$ cat config.mk
export PLATFORM = sky130hd
export DESIGN_NAME = e1cas_ins_mux
export DESIGN_NICKNAME = d
export VERILOG_FILES = /design/src/rtl/e1cas_pkg.sv /design/src/rtl/e1cas_snap.sv /design/src/rtl/e1cas_sel.sv /design/src/rtl/e1cas_out.sv /design/src/rtl/e1cas_ins_mux.sv
export SDC_FILE = /design/constraint.sdc
export NUM_CORES = 1
export LEC_CHECK = 0
export CAP_MARGIN = 10
export CORE_UTILIZATION = 60
export CTS_CLUSTER_SIZE = 14
export DETAILED_ROUTE_END_ITERATION = 10
export DONT_BUFFER_PORTS = 1
export GPL_ROUTABILITY_DRIVEN = 0
export PLACE_DENSITY_LB_ADDON = 0.12
export SLEW_MARGIN = 15
export SYNTH_ARGS = -nofsm -noshare
export SYNTH_HDL_FRONTEND = slang
export SYNTH_SLANG_ARGS = --single-unit
$ cat constraint.sdc
create_clock -name clk -period 3.8 [get_ports clk]
set_clock_uncertainty 0.2 [all_clocks]
set_input_delay 0.76 -clock clk [delete_from_list [all_inputs] [get_ports clk]]
set_output_delay 0.76 -clock clk [all_outputs]
set_load 0.02 [all_outputs]
$ cat src/rtl/e1cas_pkg.sv
package e1cas_pkg;
  typedef enum logic [1:0] {
    SRC_PCM = 2'd0,
    SRC_SIG = 2'd1,
    SRC_FIX = 2'd2
  } bit_src_e;
endpackage

$ cat src/rtl/e1cas_snap.sv
module e1cas_snap #(
  parameter int NUM_CH  = 32,
  parameter int NIB_W   = 4,
  parameter int SPARE_W = 3
) (
  input  logic                      clk,
  input  logic                      rst_n,
  input  logic                      load,
  input  logic                      ins_d,
  input  logic                      fsel_d,
  input  logic [NUM_CH-1:0]         mask_d,
  input  logic [NUM_CH*NIB_W-1:0]   tsig_d,
  input  logic                      alarm_d,
  input  logic [SPARE_W-1:0]        spare_d,
  output logic                      ins_q,
  output logic                      fsel_q,
  output logic [NUM_CH-1:0]         mask_q,
  output logic [NUM_CH*NIB_W-1:0]   tsig_q,
  output logic                      alarm_q,
  output logic [SPARE_W-1:0]        spare_q
);
  logic                    ins_n, fsel_n, alarm_n;
  logic [NUM_CH-1:0]       mask_n;
  logic [NUM_CH*NIB_W-1:0] tsig_n;
  logic [SPARE_W-1:0]      spare_n;

  always_comb begin
    ins_n   = ins_q;
    fsel_n  = fsel_q;
    mask_n  = mask_q;
    tsig_n  = tsig_q;
    alarm_n = alarm_q;
    spare_n = spare_q;
    if (load) begin
      ins_n   = ins_d;
      fsel_n  = fsel_d;
      mask_n  = mask_d;
      tsig_n  = tsig_d;
      alarm_n = alarm_d;
      spare_n = spare_d;
    end
  end

  always_ff @(posedge clk or negedge rst_n) begin
    if (!rst_n) begin
      ins_q   <= 1'b0;
      fsel_q  <= 1'b0;
      mask_q  <= '0;
      tsig_q  <= '0;
      alarm_q <= 1'b0;
      spare_q <= '0;
    end else begin
      ins_q   <= ins_n;
      fsel_q  <= fsel_n;
      mask_q  <= mask_n;
      tsig_q  <= tsig_n;
      alarm_q <= alarm_n;
      spare_q <= spare_n;
    end
  end
endmodule

$ cat src/rtl/e1cas_sel.sv
module e1cas_sel
  import e1cas_pkg::*;
#(
  parameter int FRM_W   = 4,
  parameter int TS_W    = 5,
  parameter int BIT_W   = 3,
  parameter int SIG_TS  = 16,
  parameter int NUM_CH  = 32,
  parameter int NIB_W   = 4,
  parameter int SPARE_W = 3
) (
  input  logic [FRM_W-1:0]          frm_idx,
  input  logic [TS_W-1:0]           ts_idx,
  input  logic [BIT_W-1:0]          bit_idx,
  input  logic                      ins,
  input  logic                      fsel,
  input  logic [NUM_CH-1:0]         mask,
  input  logic [NUM_CH*NIB_W-1:0]   tsig,
  input  logic                      alarm,
  input  logic [SPARE_W-1:0]        spare,
  output bit_src_e                  src,
  output logic                      fix_bit
);
  localparam int OCT_W = 2 * NIB_W;
  localparam int NIB_B = $clog2(NIB_W);
  localparam int CH_W  = FRM_W + 1;
  localparam int IDX_W = CH_W + NIB_B;
  localparam logic [TS_W-1:0] SIG_TS_V = TS_W'(SIG_TS);

  logic [CH_W-1:0]  ch;
  logic [NIB_B-1:0] nib_pos;
  logic [IDX_W-1:0] tsig_idx;
  logic [OCT_W-1:0] f0_word;
  logic             stream_src_sig;

  assign ch       = {bit_idx[BIT_W-1], frm_idx};
  assign nib_pos  = bit_idx[NIB_B-1:0];
  assign tsig_idx = {ch, ~nib_pos};
  assign f0_word  = {{NIB_W{1'b0}}, spare[2], alarm, spare[1], spare[0]};
  assign stream_src_sig = ins;

  always_comb begin
    src     = SRC_PCM;
    fix_bit = 1'b0;
    if (ts_idx == SIG_TS_V) begin
      if (fsel && (frm_idx == '0)) begin
        src     = SRC_FIX;
        fix_bit = f0_word[OCT_W-1-int'(bit_idx)];
      end else if (fsel && mask[ch]) begin
        src     = SRC_FIX;
        fix_bit = tsig[tsig_idx];
      end else if (stream_src_sig) begin
        src = SRC_SIG;
      end
    end
  end
endmodule

$ cat src/rtl/e1cas_out.sv
module e1cas_out
  import e1cas_pkg::*;
(
  input  logic     clk,
  input  logic     rst_n,
  input  logic     bit_en,
  input  bit_src_e src,
  input  logic     pcm_in,
  input  logic     sig_in,
  input  logic     fix_bit,
  output logic     tx_q
);
  logic tx_n;

  always_comb begin
    tx_n = tx_q;
    if (bit_en) begin
      unique case (src)
        SRC_SIG: tx_n = sig_in;
        SRC_FIX: tx_n = fix_bit;
        default: tx_n = pcm_in;
      endcase
    end
  end

  always_ff @(posedge clk or negedge rst_n) begin
    if (!rst_n) tx_q <= 1'b0;
    else        tx_q <= tx_n;
  end
endmodule

$ cat src/rtl/e1cas_ins_mux.sv
module e1cas_ins_mux
  import e1cas_pkg::*;
#(
  parameter int FRM_PER_MF  = 16,
  parameter int TS_PER_FRM  = 32,
  parameter int BITS_PER_TS = 8,
  parameter int SIG_TS      = 16,
  parameter int NIB_W       = 4,
  parameter int NUM_CH      = 2 * FRM_PER_MF,
  parameter int FRM_W       = $clog2(FRM_PER_MF),
  parameter int TS_W        = $clog2(TS_PER_FRM),
  parameter int BIT_W       = $clog2(BITS_PER_TS),
  parameter int SPARE_W     = 3
) (
  input  logic                    clk,
  input  logic                    rst_n,
  input  logic                    bit_en,
  input  logic [FRM_W-1:0]        frm_idx,
  input  logic [TS_W-1:0]         ts_idx,
  input  logic [BIT_W-1:0]        bit_idx,
  input  logic                    pcm_in,
  input  logic                    sig_in,
  input  logic                    hw_ins_en,
  input  logic                    blk_fsel,
  input  logic [NUM_CH-1:0]       blk_mask,
  input  logic [NUM_CH*NIB_W-1:0] tsig_regs,
  input  logic                    mf_alarm,
  input  logic [SPARE_W-1:0]      spare_bits,
  output logic                    tx_out
);
  logic                    mf_start;
  logic                    snap_ins, snap_fsel, snap_alarm;
  logic [NUM_CH-1:0]       snap_mask;
  logic [NUM_CH*NIB_W-1:0] snap_tsig;
  logic [SPARE_W-1:0]      snap_spare;
  bit_src_e                src;
  logic                    fix_bit;

  assign mf_start = bit_en && (frm_idx == '0) && (ts_idx == '0) && (bit_idx == '0);

  e1cas_snap #(.NUM_CH(NUM_CH), .NIB_W(NIB_W), .SPARE_W(SPARE_W)) u_snap (
    .clk     (clk),
    .rst_n   (rst_n),
    .load    (mf_start),
    .ins_d   (hw_ins_en),
    .fsel_d  (blk_fsel),
    .mask_d  (blk_mask),
    .tsig_d  (tsig_regs),
    .alarm_d (mf_alarm),
    .spare_d (spare_bits),
    .ins_q   (snap_ins),
    .fsel_q  (snap_fsel),
    .mask_q  (snap_mask),
    .tsig_q  (snap_tsig),
    .alarm_q (snap_alarm),
    .spare_q (snap_spare)
  );

  e1cas_sel #(
    .FRM_W(FRM_W), .TS_W(TS_W), .BIT_W(BIT_W), .SIG_TS(SIG_TS),
    .NUM_CH(NUM_CH), .NIB_W(NIB_W), .SPARE_W(SPARE_W)
  ) u_sel (
    .frm_idx (frm_idx),
    .ts_idx  (ts_idx),
    .bit_idx (bit_idx),
    .ins     (snap_ins),
    .fsel    (snap_fsel),
    .mask    (snap_mask),
    .tsig    (snap_tsig),
    .alarm   (snap_alarm),
    .spare   (snap_spare),
    .src     (src),
    .fix_bit (fix_bit)
  );

  e1cas_out u_out (
    .clk     (clk),
    .rst_n   (rst_n),
    .bit_en  (bit_en),
    .src     (src),
    .pcm_in  (pcm_in),
    .sig_in  (sig_in),
    .fix_bit (fix_bit),
    .tx_q    (tx_out)
  );
endmodule

==> results of run 1 <==
-- cells in the mapped netlist (all sizes together) (2+ instances only) --
library cell,instances
a2111oi,2
a21oi,8
a22oi,14
and2,2
and3,3
buf,26
clkbuf,6
dfrtp,167
ha,2
inv,4
mux2,168
mux2i,16
mux4,33
nand2,4
nand3,2
nand4,4
nor2,9
nor2b,5
nor3,3
o2111ai,6
o21ai,3
-- cell families after synthesis --
logic type / count (synthesis) / synth area share
compound gates: 39 / 0.03695
fa+ha+maj: 2 / 0.003255
buf+inv: 37 / 0.02311
flops: 167 / 0.5436
mux: 217 / 0.3660
simple gates: 37 / 0.02702
-- worst max-delay path, cell delays in order, from the launching register on --
cell                      delay [ns]
sky130_fd_sc_hd__dfrtp_1        0.38
sky130_fd_sc_hd__mux4_1         0.51
sky130_fd_sc_hd__mux4_2         0.51
sky130_fd_sc_hd__nor2_4         0.13
sky130_fd_sc_hd__a21oi_1        0.06
sky130_fd_sc_hd__o21ai_0        0.28
sky130_fd_sc_hd__ha_1           0.32
sky130_fd_sc_hd__nor2_1         0.11
sky130_fd_sc_hd__a21oi_1        0.05
sky130_fd_sc_hd__a21oi_1        0.25
sky130_fd_sc_hd__a41oi_1        0.08
sky130_fd_sc_hd__a21oi_1        0.13
sky130_fd_sc_hd__o31a_1         0.14
-- flip-flops by register name (all words and copies together), names as in the netlist --
name            flops
u_snap.ins_q        1
u_snap.tsig_q     128
u_snap.spare_q      3
u_snap.alarm_q      1
u_snap.mask_q      32
u_snap.fsel_q       1
u_out.tx_q          1
-- power by group through the flow --
stage / clock network (uW) / registers [uW] / logic, uW
floorplan: 0 / 1820 / 74.7
global placement: 0 / 1830 / 63.8
detailed placement: 0 / 1830 / 65.2
CTS: 1580 / 1790 / 65.5
global route: 1660 / 1790 / 69.3
finish: 1550 / 1790 / 65.1
-- stage by stage --
stage          cells  instance area [um2]  worst slack [ns]  total power (uW)
2_1_floorplan    499                 7687            0.3185              1899
3_3_place_gp     640                 7776            0.3445              1889
3_5_place_dp     640                 7776            0.2071              1891
4_1_cts          671                 8313            0.6024              3443
5_1_grt          673                 8318            0.3495              3524
6_report         676                 8325            0.5779              3413
-- final timing paths --
path                       depth (start not counted)  slack [ns]            endpoint                from
setup / recovery                                  12        0.58          u_out.tx_q    u_snap.mask_q[1]
hold / removal                                     0       -0.18  u_snap.tsig_q[102]               rst_n
setup reg to reg                                  12        0.58          u_out.tx_q    u_snap.mask_q[1]
hold reg to reg                                    1        0.30  u_snap.tsig_q[101]  u_snap.tsig_q[101]
max in group asynchronous                          0        3.36   u_snap.tsig_q[74]               rst_n
min in group clk                                   1        0.27       u_snap.fsel_q            blk_fsel
-- final cells by class --
class	count	area share
repair buffers	5	0.004509
inverters	5	0.002254
multi-input cells	295	0.4001
diodes	5	0.001503
clock inverters	8	0.005861
flip-flops and latches	167	0.5020
clock buffers	23	0.05861
well taps	168	0.02525
-- routing by layer --
layer,up-vias,GRT usage
met5,-,0
met4,2,0.09524
met3,23,0.1154
met2,144,0.4000
met1,2212,0.2986
li1,1869,-
==> results.yml, run 1 <==
global_routing:
  largest_net_degree_at_the_start_of_global_routing: 168
  number_of_antenna_violations_at_the_first_check_in_global_routing: 5
  grt_remaining_overflow: 0
  globalRouteTotalUtil: 0.2507
  via_count_of_the_first_global_routing_pass: 4594
  grt_pass1_wl_mm: 23.98
critical_path:
  cp.required_ns: 3.97
  cp.arrival_ns: 3.39
  crit_fanout: 3
  critical_path.startpoint_type: "register"
  crit_path_end_kind: "register"
  timing.setup.critical_path_class: "reg -> reg"
pwr:
  clkPwrFrac: 0.455
  static-leakage-power_uw: 0.004150
  internal_power_contribution_uw: 2722
  power-per-cell-area_nw_per_um2: 410.0
  switchingPower_uw: 690.9
  net_switching_fraction_of_the_power: 0.2024
  worst_ir_drop_vdd_uv: 371.0
  comb_power_share: 0.019
  power_frac_seq: 0.526
placement:
  dp_hpwl_mm: 10.82
  io_buffers: 0
route:
  initialDrtViolationCount: 236
  met2WireLength_mm: 7.880
  route.vias.total: 4250
  detail_route.wl_per_cell_um: 23.25
  m1WireLength_mm: 6.075
  wl_met3_mm: 1.480
  ant_nets: 0
  drt_pass1_iterations: 4
  number_of_remaining_drc_errors: 0
  wl_mm: 15.72
  route.detailed.vias_per_inst: 6.287
  top_layer: "met5"
layout:
  flow.area_growth_from_synthesis_pct: 8.301
  area_of_combinational_cells_with_multiple_inputs_um2: 3331
  utilization: 0.6790
  final.fill_count: 858
  layout_cell_share_with_drive_strength_beyond_1: 0.4652
  final-seq-area_um2: 4179
  layout.cells.most_common_list: "sky130_fd_sc_hd__mux2_2 (168), sky130_fd_sc_hd__dfrtp_1 (167), sky130_fd_sc_hd__mux4_2 (28)"
  layout.cells.most_common: "sky130_fd_sc_hd__mux2_2"
  final_net_count: 676
floorplanning:
  fp_rows: 40
  floorplan.io_pins: 184
  die_x_um: 115.2
  dieArea_um2: 13270
  placeableCoreArea_um2: 12260
  die-height_um: 115.2
  initial_utilization: 0.6269
timing:
  final_max_slew_viol_count: 0
  timing.slew.headroom: 0.2846
  hold_ws_ns: -0.1753
  grt_setup_unrepaired: "no"
  layout_worst_path_cycle_share: 0.8479
  period_needed_ns: 3.222
  achievable-frequency_mhz: 310.4
  finalSetupTns_ns: 0
  setup_viol: 0
  timing_hold_violations_final: 167
  worst_pin_slew_ns: 1.073
synth:
  synth-seq-area-share: 0.5436
  syn_area_um2: 7687
  netlist_top_cells_area: "sky130_fd_sc_hd__dfrtp_1 (54%), sky130_fd_sc_hd__mux2_2 (25%), sky130_fd_sc_hd__mux4_2 (8.2%)"
  synth_enable_flop_cells: 0
  syn_inst: 499
  yosys_warnings: 0
  syn_area_per_cell_um2: 15.41
  syn-num-nets: 684
  yosys.cell_types.count: 37
  asyncSetResetFlopFracSynth: 1.000
  synthFlopType: "sky130_fd_sc_hd__dfrtp_1"
  proportion_of_netlist_area_held_by_the_largest_area_contributor: 0.5436
  synth_area_leader_cell: "sky130_fd_sc_hd__dfrtp_1"
  postSynthRegisterBits: 167
cts:
  cts_buffers: 17
  clock-sinks: 167
  clk_root_buffer_cell: "sky130_fd_sc_hd__clkbuf_16"
  path_clk_slew_ns: 0.06
  postCtsResizedCells: 0
  tritoncts: "built"
  clk-insertion-delay-late_ns: 0.43
  clock_tree.htree_level_count: 4
  clock_path_buffers: 2
  cts_setup_buffers: 0
status:
  outcome: "finished with violations"
  violated_checks: "negative hold slack"
min_path:
  hold_class: "in -> async"
flow_run:
  drv.max_cap_violation_count: 0
Power figures use the tool's default switching activity.
==> run 2, diff against run 1 <==
--- a/config.mk
+++ b/config.mk
@@ -5,8 +5,9 @@
 export SDC_FILE = /design/constraint.sdc
 export NUM_CORES = 1
 export LEC_CHECK = 0
+export ABC_AREA = 1
 export CAP_MARGIN = 10
-export CORE_UTILIZATION = 60
+export CORE_UTILIZATION = 58
 export CTS_CLUSTER_SIZE = 14
 export DETAILED_ROUTE_END_ITERATION = 10
 export DONT_BUFFER_PORTS = 1
==> constraint.sdc (replaced) <==
create_clock -name clk -period 2.7 [get_ports clk]
set_clock_uncertainty 0.2 [all_clocks]
set_input_delay 0.54 -clock clk [delete_from_list [all_inputs] [get_ports clk]]
set_output_delay 0.54 -clock clk [all_outputs]
set_load 0.02 [all_outputs]
==> run 2 against run 1 <==
The flow still finishes with violations (negative hold slack). Via count increased by 29%. Highest routed layer is now met4. Global-route usage grew 1.5 points. Design area rose by 11%. Synthesized cell count rose by 54%. Power grew 52%. Largest cell class unchanged.
==> results.yml, run 2 <==
synth:
  yosysMostFrequentCell: "sky130_fd_sc_hd__nand2_1"
  synthFlopType: "sky130_fd_sc_hd__dfrtp_1"
  proportion_of_netlist_area_held_by_the_largest_area_contributor: 0.4845
  syn-num-nets: 951
  netlist_top_cells_area: "sky130_fd_sc_hd__dfrtp_1 (48%), sky130_fd_sc_hd__mux2_4 (24%), sky130_fd_sc_hd__nand2_1 (8.0%)"
  asyncSetResetFlopFracSynth: 1.000
  synth_enable_flop_cells: 0
  yosys_warnings: 0
  yosys.cell_types.count: 24
  syn_area_per_cell_um2: 11.26
  syn_area_um2: 8625
  synth_area_leader_cell: "sky130_fd_sc_hd__dfrtp_1"
  postSynthRegisterBits: 167
  syn_inst: 766
  synth.top_cells.by_count: "sky130_fd_sc_hd__nand2_1 (183), sky130_fd_sc_hd__dfrtp_1 (167), sky130_fd_sc_hd__mux2_4 (140)"
  synth-seq-area-share: 0.4845
layout:
  flow.area_growth_from_synthesis_pct: 6.978
  final.fill_count: 1158
  largestRegisters: "u_snap.tsig_q: 128 flops, u_snap.mask_q: 32 flops, u_snap.spare_q: 3 flops"
  layout.cells.most_common_list: "sky130_fd_sc_hd__nand2_1 (183), sky130_fd_sc_hd__dfrtp_1 (167), sky130_fd_sc_hd__mux2_4 (140)"
  layout_cell_share_with_drive_strength_beyond_1: 0.2852
  final-seq-area_um2: 4179
  final_net_count: 933
  top_register: "u_snap.tsig_q"
  final_cell_area_um2: 9226
  layout.cells.most_common: "sky130_fd_sc_hd__nand2_1"
  area_of_combinational_cells_with_multiple_inputs_um2: 4008
  largest_register_ff_count: 128
global_routing:
  largest_net_degree_at_the_start_of_global_routing: 168
  grt_remaining_overflow: 0
  globalRouteTotalUtil: 0.2660
  via_count_of_the_first_global_routing_pass: 5764
  number_of_antenna_violations_at_the_first_check_in_global_routing: 3
  grt_pass1_wl_mm: 30.30
placement:
  dp_hpwl_mm: 12.93
  io_buffers: 0
  placement.cell_area_um2: 8623
route:
  number_of_remaining_drc_errors: 0
  detail_route.wl_per_cell_um: 20.79
  drt_pass1_iterations: 5
  route.detailed.vias_per_inst: 5.804
  ant_nets: 0
  route.vias.total: 5502
  initialDrtViolationCount: 492
  wl_mm: 19.71
cts:
  cts_buffers: 17
  clk-insertion-delay-late_ns: 0.43
  clock_tree.htree_level_count: 4
  clock_path_buffers: 2
  path_clk_slew_ns: 0.07
  tritoncts: "built"
  clock-sinks: 167
  postCtsResizedCells: 0
  clk_root_buffer_cell: "sky130_fd_sc_hd__clkbuf_16"
  cts_setup_buffers: 0
floorplanning:
  initial_utilization: 0.5934
  dieArea_um2: 15360
  fp_rows: 44
  die_x_um: 123.9
  die-height_um: 123.9
  placeableCoreArea_um2: 14530
  floorplan.io_pins: 184
pwr:
  power-per-cell-area_nw_per_um2: 563.7
  internal_power_contribution_uw: 4070
  switchingPower_uw: 1131
  worst_ir_drop_vdd_uv: 460.9
  power_frac_seq: 0.485
  net_switching_fraction_of_the_power: 0.2174
  comb_power_share: 0.036
  clkPwrFrac: 0.479
  static-leakage-power_uw: 0.004887
critical_path:
  crit_fanout: 2
  cp.required_ns: 2.83
  timing.setup.critical_path_class: "reg -> reg"
  cp.arrival_ns: 2.41
  critical_path.startpoint_type: "register"
  crit_path_end_kind: "register"
timing:
  period_needed_ns: 2.283
  timing.slew.headroom: 0.4305
  layout_worst_path_cycle_share: 0.8456
  achievable-frequency_mhz: 438.0
  finalSetupTns_ns: 0
  hold_ws_ns: -0.3945
  final_max_slew_viol_count: 0
  grt_setup_unrepaired: "no"
  setup_viol: 0
  timing_hold_violations_final: 167
  worst_pin_slew_ns: 0.8543
status:
  violated_checks: "negative hold slack"
  outcome: "finished with violations"
min_path:
  hold_class: "in -> async"
flow_run:
  drv.max_cap_violation_count: 0
-- run 2: cell count changes in the layout (fill, tap and decap cells not counted), sizes merged, moves of 5 or more --
cell and change:
a22oi -14, o2111ai -6, mux4 -33, o21ai +15, nor2b -5, inv +15
nand3 +111, buf +8, nor2 +22, nand2 +179, mux2i -16
-- run 2: metal layers --
metal,vias up,global-route usage,part of all wire
met5,-,0,0
met4,0,0.1250,0.024
met3,30,0.08333,0.070
met2,172,0.4083,0.47
met1,2742,0.3431,0.44
li1,2558,-,-
-- run 2: path summary, 6_finish.rpt --
path,start,endpoint,slack (ns),cells after the start
max,u_snap.mask_q[8],u_out.tx_q,0.42,16
min in group clk,blk_mask[8],u_snap.mask_q[8],0.05,1
min reg2reg,u_snap.tsig_q[115],u_snap.tsig_q[115],0.31,1
max reg2reg,u_snap.mask_q[8],u_out.tx_q,0.42,16
max in group asynchronous,rst_n,u_snap.mask_q[15],2.40,0
min,rst_n,u_snap.tsig_q[74],-0.39,0
-- run 2: worst max-delay path, cell delays in order, from the launching register on --
cell                      delay, ns
sky130_fd_sc_hd__dfrtp_1       0.35
sky130_fd_sc_hd__inv_1         0.05
sky130_fd_sc_hd__o21ai_0       0.15
sky130_fd_sc_hd__nand2_1       0.07
sky130_fd_sc_hd__nand2_1       0.06
sky130_fd_sc_hd__nand2_1       0.05
sky130_fd_sc_hd__o21ai_0       0.13
sky130_fd_sc_hd__nor2_1        0.07
sky130_fd_sc_hd__o21ai_0       0.16
sky130_fd_sc_hd__inv_1         0.07
sky130_fd_sc_hd__nor2_1        0.13
sky130_fd_sc_hd__inv_1         0.07
sky130_fd_sc_hd__ha_1          0.31
sky130_fd_sc_hd__a21oi_1       0.13
sky130_fd_sc_hd__nand2_1       0.07
sky130_fd_sc_hd__nand2_1       0.05
sky130_fd_sc_hd__nand2_1       0.04
-- run 2: final cells by class --
class | instances | area share
Timing Repair Buffer | 13 | 0.01465
Multi-Input combinational cell | 530 | 0.4344
Sequential cell | 167 | 0.4529
Inverter | 19 | 0.007730
Antenna cell | 3 | 0.0008137
Clock buffer | 19 | 0.04801
Tap cell | 184 | 0.02495
Clock inverter | 13 | 0.01654
-- run 2: metrics by stage --
stage,utilization,std cells,setup WS (ns),power [uW]
6_report,0.6348,948,0.4168,5201
2_1_floorplan,-,766,0.1287,2745
5_1_grt,0.6346,947,0.1875,5366
4_1_cts,0.6343,945,0.4538,5227
3_5_place_dp,0.5933,913,0.01520,2758
3_3_place_gp,0.5933,913,0.1592,2756
-- run 2: cells by family (layout without fill, tap and decap cells) --
kind of cell    count (synthesis)  count (layout)  synth area share
fa+ha+maj                       2               2          0.002901
buf+inv                        69              64           0.05222
other cells                     0               3                 0
mux                           166             166            0.2777
simple gates                  330             330            0.1626
compound gates                 32              32           0.02002
flops                         167             167            0.4845
-- run 2: power by group through the flow --
stage	registers (uW)	logic (uW)	clock network (uW)
CTS	2520	190	2510
detailed placement	2570	189	0
global placement	2570	187	0
floorplan	2570	177	0
finish	2520	189	2490
global route	2520	212	2630
==> run 3, diff against run 2 <==
--- a/config.mk
+++ b/config.mk
@@ -5,9 +5,9 @@
 export SDC_FILE = /design/constraint.sdc
 export NUM_CORES = 1
 export LEC_CHECK = 0
-export ABC_AREA = 1
+export ABC_AREA = 0
 export CAP_MARGIN = 10
-export CORE_UTILIZATION = 58
+export CORE_UTILIZATION = 57
 export CTS_CLUSTER_SIZE = 14
 export DETAILED_ROUTE_END_ITERATION = 10
 export DONT_BUFFER_PORTS = 1
==> constraint.sdc (replaced) <==
create_clock -name clk -period 1.8 [get_ports clk]
set_clock_uncertainty 0.2 [all_clocks]
set_input_delay 0.36 -clock clk [delete_from_list [all_inputs] [get_ports clk]]
set_output_delay 0.36 -clock clk [all_outputs]
set_load 0.02 [all_outputs]
==> run 3 against run 2 <==
The flow now stops in clock tree synthesis (4_1_cts). Synthesized area is 11% lower. Synthesized cell count is 35% lower.
==> results.yml, run 3 <==
status:
  outcome: "did not finish"
  lastStage: "clock tree synthesis (4_1_cts)"
  stop_error: "[ERROR RSZ-0060] Max buffer count reached."
cts:
  clock_tree.htree_level_count: 4
  clock_path_buffers: 2
  cts_buffers: 17
  hold_buffers: 141
  clk_root_buffer_cell: "sky130_fd_sc_hd__clkbuf_16"
  postCtsResizedCells: 6
  clock-sinks: 167
  cts_setup_buffers: 6
synth:
  netlist_top_cells_area: "sky130_fd_sc_hd__dfrtp_1 (54%), sky130_fd_sc_hd__mux2_2 (25%), sky130_fd_sc_hd__mux4_2 (8.2%)"
  syn_area_um2: 7687
  yosys_warnings: 0
  synth_area_leader_cell: "sky130_fd_sc_hd__dfrtp_1"
  synth.top_cells.by_count: "sky130_fd_sc_hd__mux2_2 (168), sky130_fd_sc_hd__dfrtp_1 (167), sky130_fd_sc_hd__mux4_2 (28)"
  synth-seq-area-share: 0.5436
  proportion_of_netlist_area_held_by_the_largest_area_contributor: 0.5436
  synthFlopType: "sky130_fd_sc_hd__dfrtp_1"
  syn_area_per_cell_um2: 15.41
  postSynthRegisterBits: 167
  syn_inst: 499
  asyncSetResetFlopFracSynth: 1.000
  syn-num-nets: 684
  yosys.cell_types.count: 37
  yosysMostFrequentCell: "sky130_fd_sc_hd__mux2_2"
  synth_enable_flop_cells: 0
placement:
  dp_hpwl_mm: 10.84
  io_buffers: 0
  placedCellCount: 664
floorplanning:
  fp_rows: 42
  die-height_um: 118.1
  floorplan.io_pins: 184
  initial_utilization: 0.5828
  die_x_um: 118.1
==> run 3: cell count changes after synthesis, moves of 9 or more <==
cell and delta:
sky130_fd_sc_hd__buf_6 -17, sky130_fd_sc_hd__nand2_1 -179, sky130_fd_sc_hd__mux2_4 -140, sky130_fd_sc_hd__mux4_2 +28
sky130_fd_sc_hd__o21ai_0 -14, sky130_fd_sc_hd__nor2_1 -23, sky130_fd_sc_hd__a22oi_1 +14, sky130_fd_sc_hd__buf_4 -9
sky130_fd_sc_hd__mux2_2 +142, sky130_fd_sc_hd__mux2i_1 +16, sky130_fd_sc_hd__nand3_1 -110, sky130_fd_sc_hd__inv_1 -11
==> run 3: cells by family after synthesis <==
kind of cell / synth area share
fa+ha+maj: 0.003255
compound gates: 0.03695
mux: 0.3660
simple gates: 0.02702
flops: 0.5436
buf+inv: 0.02311
==> run 3: through the flow <==
stage | util | setup slack [ns] | instance area, um2 | hold WS, ns
global placement | 0.6004 | -1.219 | 7919 | -0.1322
floorplan | - | -1.223 | 7736 | -0.1356
detailed placement | 0.6004 | -1.292 | 7919 | -0.1316
==> run 4, diff against run 3 <==
--- a/config.mk
+++ b/config.mk
@@ -7,12 +7,11 @@
 export LEC_CHECK = 0
 export ABC_AREA = 0
 export CAP_MARGIN = 10
-export CORE_UTILIZATION = 57
-export CTS_CLUSTER_SIZE = 14
+export CORE_UTILIZATION = 40
 export DETAILED_ROUTE_END_ITERATION = 10
 export DONT_BUFFER_PORTS = 1
 export GPL_ROUTABILITY_DRIVEN = 0
-export PLACE_DENSITY_LB_ADDON = 0.12
+export PLACE_DENSITY_LB_ADDON = 0.15
 export SLEW_MARGIN = 15
 export SYNTH_ARGS = -nofsm -noshare
 export SYNTH_HDL_FRONTEND = slang
==> constraint.sdc (replaced) <==
create_clock -name clk -period 2.3 [get_ports clk]
set_clock_uncertainty 0.2 [all_clocks]
set_input_delay 0.46 -clock clk [delete_from_list [all_inputs] [get_ports clk]]
set_output_delay 0.46 -clock clk [all_outputs]
set_load 0.02 [all_outputs]
==> run 4 against run 3 <==
Synthesized area unchanged. The run again fails in clock tree synthesis (4_1_cts). Synthesized cell count unchanged.
==> results.yml, run 4 <==
cts:
  postCtsResizedCells: 4
  cts_setup_buffers: 0
  cts_buffers: 17
  clock-sinks: 167
  clk_root_buffer_cell: "sky130_fd_sc_hd__clkbuf_16"
  hold_buffers: 152
  clock_tree.htree_level_count: 4
  clock_path_buffers: 2
floorplanning:
  initial_utilization: 0.4096
  floorplan.io_pins: 184
  die-height_um: 140.6
  die_x_um: 140.6
  fp_rows: 50
placement:
  dp_hpwl_mm: 11.75
  io_buffers: 0
synth:
  syn_inst: 499
  yosys_warnings: 0
  syn-num-nets: 684
  synth_enable_flop_cells: 0
  proportion_of_netlist_area_held_by_the_largest_area_contributor: 0.5436
  synth-seq-area-share: 0.5436
  syn_area_um2: 7687
  netlist_top_cells_area: "sky130_fd_sc_hd__dfrtp_1 (54%), sky130_fd_sc_hd__mux2_2 (25%), sky130_fd_sc_hd__mux4_2 (8.2%)"
  synthFlopType: "sky130_fd_sc_hd__dfrtp_1"
  synth.top_cells.by_count: "sky130_fd_sc_hd__mux2_2 (168), sky130_fd_sc_hd__dfrtp_1 (167), sky130_fd_sc_hd__mux4_2 (28)"
  asyncSetResetFlopFracSynth: 1.000
  syn_area_per_cell_um2: 15.41
  postSynthRegisterBits: 167
  yosysMostFrequentCell: "sky130_fd_sc_hd__mux2_2"
  yosys.cell_types.count: 37
  synth_area_leader_cell: "sky130_fd_sc_hd__dfrtp_1"
status:
  outcome: "did not finish"
  lastStage: "clock tree synthesis (4_1_cts)"
  stop_error: "[ERROR RSZ-0060] Max buffer count reached."
-- run 4: cell counts after synthesis --
No cell type changed its count.
-- run 4: per-stage QoR --
| stage | std cells | area, um2 | hold slack (ns) | utilization | setup slack, ns |
|---|---|---|---|---|---|
| 3_5_place_dp | 724 | 7999 | -0.02883 | 0.4262 | -0.9517 |
| 3_3_place_gp | 724 | 7999 | -0.03050 | 0.4262 | -0.8285 |
| 2_1_floorplan | 499 | 7695 | -0.03559 | - | -0.8235 |
-- run 4: cell families after synthesis --
kind of cell	count (synthesis)	synth area share
flops	167	0.5436
compound gates	39	0.03695
simple gates	37	0.02702
mux	217	0.3660
fa+ha+maj	2	0.003255
buf+inv	37	0.02311
